File: src/rtl/eep_seq_pkg.sv
package eep_seq_pkg;
  typedef enum logic [2:0] {
    S_IDLE,
    S_WSETUP,
    S_WPULSE,
    S_WHOLD,
    S_TURN,
    S_RACC,
    S_EVAL,
    S_BWAIT
  } seq_state_e;

  typedef enum logic [1:0] {
    PH_READ,
    PH_POLL,
    PH_FINAL
  } rd_phase_e;
endpackage

File: src/rtl/eep_phase_timer.sv
module eep_phase_timer #(
  parameter int TW = 4
) (
  input  logic          clk,
  input  logic          rst,
  input  logic          load,
  input  logic [TW-1:0] len,
  output logic          zero
);
  logic [TW-1:0] cnt;

  always_ff @(posedge clk) begin
    if (rst) begin
      cnt <= '0;
    end else if (load) begin
      cnt <= len - 1'b1;
    end else if (cnt != '0) begin
      cnt <= cnt - 1'b1;
    end
  end

  assign zero = (cnt == '0);
endmodule

File: src/rtl/eep_limit_cnt.sv
module eep_limit_cnt #(
  parameter int LIMIT = 16
) (
  input  logic clk,
  input  logic rst,
  input  logic clr,
  input  logic inc,
  output logic hit
);
  localparam int CW = (LIMIT > 1) ? $clog2(LIMIT + 1) : 1;

  logic [CW-1:0] cnt;

  always_ff @(posedge clk) begin
    if (rst || clr) begin
      cnt <= '0;
    end else if (inc) begin
      cnt <= cnt + 1'b1;
    end
  end

  assign hit = (cnt == CW'(LIMIT - 1));
endmodule

File: src/rtl/eep_rd_capture.sv
module eep_rd_capture #(
  parameter int DW = 8
) (
  input  logic          clk,
  input  logic          rst,
  input  logic          cap,
  input  logic [DW-1:0] din,
  input  logic [DW-1:0] expect_byte,
  output logic [DW-1:0] sample,
  output logic          top_ok,
  output logic          all_ok
);
  always_ff @(posedge clk) begin
    if (rst) begin
      sample <= '0;
    end else if (cap) begin
      sample <= din;
    end
  end

  assign top_ok = (sample[DW-1] == expect_byte[DW-1]);
  assign all_ok = (sample == expect_byte);
endmodule

File: src/rtl/eep_wr_seq.sv
module eep_wr_seq
  import eep_seq_pkg::*;
#(
  parameter int AW        = 13,
  parameter int DW        = 8,
  parameter int SETUP_CYC = 2,
  parameter int WE_CYC    = 3,
  parameter int HOLD_CYC  = 2,
  parameter int ACC_CYC   = 2,
  parameter int MAX_POLLS = 16,
  parameter int MAX_WAIT  = 100
) (
  input  logic          clk,
  input  logic          rst,
  input  logic          req_valid,
  output logic          req_ready,
  input  logic          req_write,
  input  logic [AW-1:0] req_addr,
  input  logic [DW-1:0] req_wdata,
  input  logic          use_rdy_line,
  output logic          rsp_done,
  output logic          rsp_err,
  output logic          rsp_match,
  output logic [DW-1:0] rsp_rdata,
  output logic          mem_ce_n,
  output logic          mem_oe_n,
  output logic          mem_we_n,
  output logic [AW-1:0] mem_addr,
  output logic [DW-1:0] mem_dq_out,
  output logic          mem_dq_oe,
  input  logic [DW-1:0] mem_dq_in,
  input  logic          mem_rdy
);
  localparam int TMAX_A = (SETUP_CYC > WE_CYC) ? SETUP_CYC : WE_CYC;
  localparam int TMAX_B = (HOLD_CYC > ACC_CYC) ? HOLD_CYC : ACC_CYC;
  localparam int TMAX   = (TMAX_A > TMAX_B) ? TMAX_A : TMAX_B;
  localparam int TW     = $clog2(TMAX + 1);

  seq_state_e state, state_nxt;
  rd_phase_e  phase, phase_nxt;

  logic          mode_q;
  logic [AW-1:0] addr_q;
  logic [DW-1:0] wdata_q;

  logic          tmr_load;
  logic [TW-1:0] tmr_len;
  logic          tmr_zero;
  logic          poll_clr, poll_inc, poll_hit;
  logic          wait_clr, wait_inc, wait_hit;
  logic          cap;
  logic [DW-1:0] sample;
  logic          top_ok, all_ok;
  logic          accept;
  logic          done_nxt, err_nxt, match_nxt;
  logic [DW-1:0] rdata_nxt;

  eep_phase_timer #(.TW(TW)) u_tmr (
    .clk  (clk),
    .rst  (rst),
    .load (tmr_load),
    .len  (tmr_len),
    .zero (tmr_zero)
  );

  eep_limit_cnt #(.LIMIT(MAX_POLLS)) u_poll_lim (
    .clk (clk),
    .rst (rst),
    .clr (poll_clr),
    .inc (poll_inc),
    .hit (poll_hit)
  );

  eep_limit_cnt #(.LIMIT(MAX_WAIT)) u_wait_lim (
    .clk (clk),
    .rst (rst),
    .clr (wait_clr),
    .inc (wait_inc),
    .hit (wait_hit)
  );

  eep_rd_capture #(.DW(DW)) u_cap (
    .clk         (clk),
    .rst         (rst),
    .cap         (cap),
    .din         (mem_dq_in),
    .expect_byte (wdata_q),
    .sample      (sample),
    .top_ok      (top_ok),
    .all_ok      (all_ok)
  );

  assign accept = (state == S_IDLE) && req_valid && req_ready;

  always_comb begin
    state_nxt = state;
    phase_nxt = phase;
    tmr_load  = 1'b0;
    tmr_len   = '0;
    poll_clr  = 1'b0;
    poll_inc  = 1'b0;
    wait_clr  = 1'b0;
    wait_inc  = 1'b0;
    cap       = 1'b0;
    done_nxt  = 1'b0;
    err_nxt   = rsp_err;
    match_nxt = rsp_match;
    rdata_nxt = rsp_rdata;
    unique case (state)
      S_IDLE: begin
        if (accept) begin
          err_nxt   = 1'b0;
          match_nxt = 1'b0;
          poll_clr  = 1'b1;
          wait_clr  = 1'b1;
          if (req_write) begin
            state_nxt = S_WSETUP;
            tmr_load  = 1'b1;
            tmr_len   = TW'(SETUP_CYC);
          end else begin
            state_nxt = S_TURN;
            phase_nxt = PH_READ;
          end
        end
      end
      S_WSETUP: begin
        if (tmr_zero) begin
          state_nxt = S_WPULSE;
          tmr_load  = 1'b1;
          tmr_len   = TW'(WE_CYC);
        end
      end
      S_WPULSE: begin
        if (tmr_zero) begin
          state_nxt = S_WHOLD;
          tmr_load  = 1'b1;
          tmr_len   = TW'(HOLD_CYC);
        end
      end
      S_WHOLD: begin
        if (tmr_zero) begin
          if (mode_q) begin
            state_nxt = S_BWAIT;
          end else begin
            state_nxt = S_TURN;
            phase_nxt = PH_POLL;
          end
        end
      end
      S_TURN: begin
        state_nxt = S_RACC;
        tmr_load  = 1'b1;
        tmr_len   = TW'(ACC_CYC);
      end
      S_RACC: begin
        if (tmr_zero) begin
          cap       = 1'b1;
          state_nxt = S_EVAL;
        end
      end
      S_EVAL: begin
        unique case (phase)
          PH_POLL: begin
            if (top_ok) begin
              state_nxt = S_TURN;
              phase_nxt = PH_FINAL;
            end else if (poll_hit) begin
              state_nxt = S_IDLE;
              done_nxt  = 1'b1;
              err_nxt   = 1'b1;
            end else begin
              poll_inc  = 1'b1;
              state_nxt = S_TURN;
            end
          end
          PH_FINAL: begin
            state_nxt = S_IDLE;
            done_nxt  = 1'b1;
            match_nxt = all_ok;
            rdata_nxt = sample;
          end
          default: begin
            state_nxt = S_IDLE;
            done_nxt  = 1'b1;
            rdata_nxt = sample;
          end
        endcase
      end
      S_BWAIT: begin
        if (mem_rdy) begin
          state_nxt = S_TURN;
          phase_nxt = PH_FINAL;
        end else if (wait_hit) begin
          state_nxt = S_IDLE;
          done_nxt  = 1'b1;
          err_nxt   = 1'b1;
        end else begin
          wait_inc = 1'b1;
        end
      end
      default: state_nxt = S_IDLE;
    endcase
  end

  always_ff @(posedge clk) begin
    if (rst) begin
      state     <= S_IDLE;
      phase     <= PH_READ;
      mode_q    <= 1'b0;
      addr_q    <= '0;
      wdata_q   <= '0;
      req_ready <= 1'b1;
      rsp_done  <= 1'b0;
      rsp_err   <= 1'b0;
      rsp_match <= 1'b0;
      rsp_rdata <= '0;
      mem_ce_n  <= 1'b1;
      mem_oe_n  <= 1'b1;
      mem_we_n  <= 1'b1;
      mem_dq_oe <= 1'b0;
    end else begin
      state     <= state_nxt;
      phase     <= phase_nxt;
      if (accept) begin
        mode_q  <= use_rdy_line;
        addr_q  <= req_addr;
        wdata_q <= req_wdata;
      end
      req_ready <= (state_nxt == S_IDLE);
      rsp_done  <= done_nxt;
      rsp_err   <= err_nxt;
      rsp_match <= match_nxt;
      rsp_rdata <= rdata_nxt;
      mem_ce_n  <= !(state_nxt inside {S_WSETUP, S_WPULSE, S_WHOLD, S_RACC});
      mem_oe_n  <= (state_nxt != S_RACC);
      mem_we_n  <= (state_nxt != S_WPULSE);
      mem_dq_oe <= (state_nxt inside {S_WSETUP, S_WPULSE, S_WHOLD});
    end
  end

  assign mem_addr   = addr_q;
  assign mem_dq_out = wdata_q;
endmodule

File: config.mk
export PLATFORM = sky130hd
export DESIGN_NAME = eep_wr_seq
export DESIGN_NICKNAME = d
export VERILOG_FILES = /design/src/rtl/eep_seq_pkg.sv /design/src/rtl/eep_phase_timer.sv /design/src/rtl/eep_limit_cnt.sv /design/src/rtl/eep_rd_capture.sv /design/src/rtl/eep_wr_seq.sv
export SDC_FILE = /design/constraint.sdc
export NUM_CORES = 1
export LEC_CHECK = 0
export ABC_AREA = 1
export BUFFER_PORTS_ARGS = -buffer_cell sky130_fd_sc_hd__buf_2
export CAP_MARGIN = 20
export CORE_MARGIN = 8
export CORE_UTILIZATION = 25
export DETAILED_ROUTE_END_ITERATION = 16
export PLACE_DENSITY = 0.47
export REMOVE_ABC_BUFFERS = 1
export SLEW_MARGIN = 20
export SYNTH_ARGS = -nofsm -noshare
export SYNTH_HDL_FRONTEND = slang
export SYNTH_SLANG_ARGS = --single-unit
File: constraint.sdc
create_clock -name clk -period 1.66 [get_ports clk]
set_clock_uncertainty 0.05 [all_clocks]
set_input_delay 0.166 -clock clk [delete_from_list [all_inputs] [get_ports clk]]
set_output_delay 0.166 -clock clk [all_outputs]
set_load 0.1 [all_outputs]
==> metrics <==
outcome complete, no violations; maximum vdd drop 0.641 mV; count leader, synth nand2_1; worst hold path type input pin to flop; row count 39; die area 0.0152 mm²; hold path start mem_dq_in[0]; slowest cell on the critical path dfxtp_2; Total Routing Usage GR 10.7%; Initial DRC Count 185; htree depth 3; CP startpoint kind flop; Post-DRT Antenna Nets 0; multi-input logic area 0.00141 mm²; area delta synth->final 32.8%; Seq. cell area 0.00131 mm²; RR Startpoint u_poll_lim.cnt[0]; Num CTS Buffers 9; # diodes 0; Port Buffers 71; Hold WS 0.0456 ns; crit-path max cell delay 0.34 ns; CTS tree built; CP Buf/Inv Count 1; Post-Synthesis Cells 391; largest cells by area after synthesis dfxtp_1, nand2_1, nand3_1, nor2_1, a21oi_1; Worst R2R Path Depth 10; WHS Endpoint u_cap.sample[0]; antenna violations before repair 0; Min Clock Period, post-route 1.55 ns; Via density 4.33; DP Wirelength 6030 µm; Die Span X 123 µm; Worst-Skew Late Latency 0.33 ns; Die Y 123 µm; clk slew on worst S/H paths 0.06 ns; Synth cell types 28; Synth area leader dfxtp_1; Seq cells post-synth 65; endpoints failing hold 0; FF-to-FF End mem_dq_oe; fin crit share 93.5%; placed insts 605; worst path cell trace ha_2 > nand2_1 > nor2_1 > ha_2 > nand3_2 > nand3_2 > nand3_2 > nand2_2 > inv_1 > a21oi_1; Post-synth EDFFs 0; Static Leakage 0.00175 µW; crit path DAT 1.76 ns; CP Capture Type flop; delay-heaviest family, CP simple AND/OR/NAND/NOR gates; DR pass1 iterations 4; vias in the first global route 2605; WP depth 10; RSZ-0062 raised after global routing true; core box area 0.0113 mm²; Yosys warning count 0; CP required 1.87 ns; DRT Wirelength 8100 µm; Initial Utilization 25.5%; reg-to-reg setup timing slack 0.11 ns; layout cell share with drive strength beyond 1 28.3%; Vias 2695; most frequent cells after synthesis nand2_1, dfxtp_1, nor2_1; number of max-slew violations in the final report 0; most used cell, CP nand3_2; Max Cap Viol 0; Fill cells 1225; kind of critical path flop to flop; syn avg cell area 7.38 µm²; I/O pin cnt 72; clk root buf clkbuf_16; Layout Cells excl Fill 623; async set-reset flop share out of synthesis 0%; measured slew at the worst slew-check pin 0.508 ns; Layout Nets 513; Synth top area share 45.1%; largest net degree at the start of global routing 25; clock tree buffer depth 2; Num Clock Sinks 65; Max Freq 644 MHz; first-pass GRT wire length 12700 µm; endpoints failing setup 0; post-synthesis sequential area ratio 45.1%; DR DRC count 0; gpl congestion 0.793; hold path depth 3; most common flop cell mapped by yosys dfxtp_1; crit path max fanout 4; total gr overflow 0; Syn Std Cell Area 0.00288 mm²; Routed wire per std cell 13.0 µm; Cell Pwr Density 1960 mW/mm²; relative max-transition margin 66.4%
[placed cells by master, fill, tap and decap left out]
cell       count
buf_2         71
nand2_1       67
dfxtp_1       61
nor2_1        56
nand3_1       41
a21oi_1       40
inv_1         31
o21ai_0       23
buf_4         14
clkbuf_16      9
nand3_2        8
xor2_1         7
inv_2          5
nand2_4        5
nand4_1        4
nor3_1         4
xnor2_1        4
dfxtp_2        4
nand2_2        3
nor2_2         3
o21ai_1        3
ha_2           3
clkinv_4       3
clkinv_1       2
bufinv_16      2
nor2_4         1
nor3_4         1
o21ai_2        1
nor3_2         1
or2_0          1
clkbuf_8       1
clkinv_2       1
[layout make-up]
cell class | instances | area share, %
inverter | 38 | 3.73
clock inverter | 6 | 2.39
clock buffer | 10 | 6.24
timing repair buffer | 85 | 12.0
multi-input combinational | 276 | 36.8
tap | 143 | 4.67
sequential | 65 | 34.1
[cells by family (layout without fill, tap and decap cells)]
logic type                 after synthesis  in the layout  share of synthesized area [%]
and+or+nand+nor                        195            195                           31.4
AOI/OAI and AO/OA                       67             67                           11.8
DFF                                     65             65                           45.1
buffers and inverters                   50            139                           7.12
xor gates and xnor gates                11             11                           3.34
adders and majority gates                3              3                           1.30
[power breakdown]
part	internal, µW	leakage (µW)	total (µW)	switching (µW)
logic	755	0.00106	3360	2610
registers	1850	0.000531	2060	203
clock network	1360	0.000163	2070	710
[worst min-delay path, cell delays in order]
cell and delay [ns]:
buf_2 0.07, o21ai_0 0.08, nor2_1 0.07
[state kept, by name, summed over array words and instances, names as in the netlist, 2 cells and up]
name and cells:
mem_dq_out 8, mem_addr 13, u_wait_lim.cnt 7, rsp_rdata 8, u_cap.sample 8, phase 2, u_tmr.cnt 2, state 3
u_poll_lim.cnt 5
[layer usage]
layer | wire (µm) | GRT usage [%] | up-vias
li1 | - | - | 1441
met1 | 3720 | 12.9 | 1204
met3 | 276 | 2.97 | 8
met4 | 106 | 3.84 | 0
met5 | 0 | 0 | -
met2 | 4000 | 17.7 | 42
[timing repair]
action,CTS,global route
pin swaps,0,2
gates resized for setup,3,10
setup endpoints to repair,3,30
buffers inserted,0,2
hold buffers,0,0
[metrics by stage]
step	utilization [%]	TNS (ns)	setup slack, ns	cell area [µm²]	power (µW)
after floorplan	-	-22.36	-0.646	2820	4670
after global placement	30.4	0	0.0695	3450	5410
after detailed placement	30.4	-0.00792	-0.00792	3450	5430
after CTS	33.4	0	0.0193	3780	7570
after global routing	33.8	-0.0190	-0.0145	3830	7950
final	33.8	0	0.108	3830	7490
[worst max path at each step]
stage	start	endpoint	slack (ns)
3_5_place_dp	u_poll_lim.cnt[0]	mem_dq_oe	-0.008
6_report	u_poll_lim.cnt[0]	mem_dq_oe	0.11
4_1_cts	u_poll_lim.cnt[1]	mem_dq_oe	0.02
3_3_place_gp	u_poll_lim.cnt[0]	mem_dq_oe	0.07
5_1_grt	u_poll_lim.cnt[0]	mem_ce_n	-0.01
2_1_floorplan	req_ready	u_wait_lim.cnt[1]	-0.65
Power figures use the tool's default switching activity.
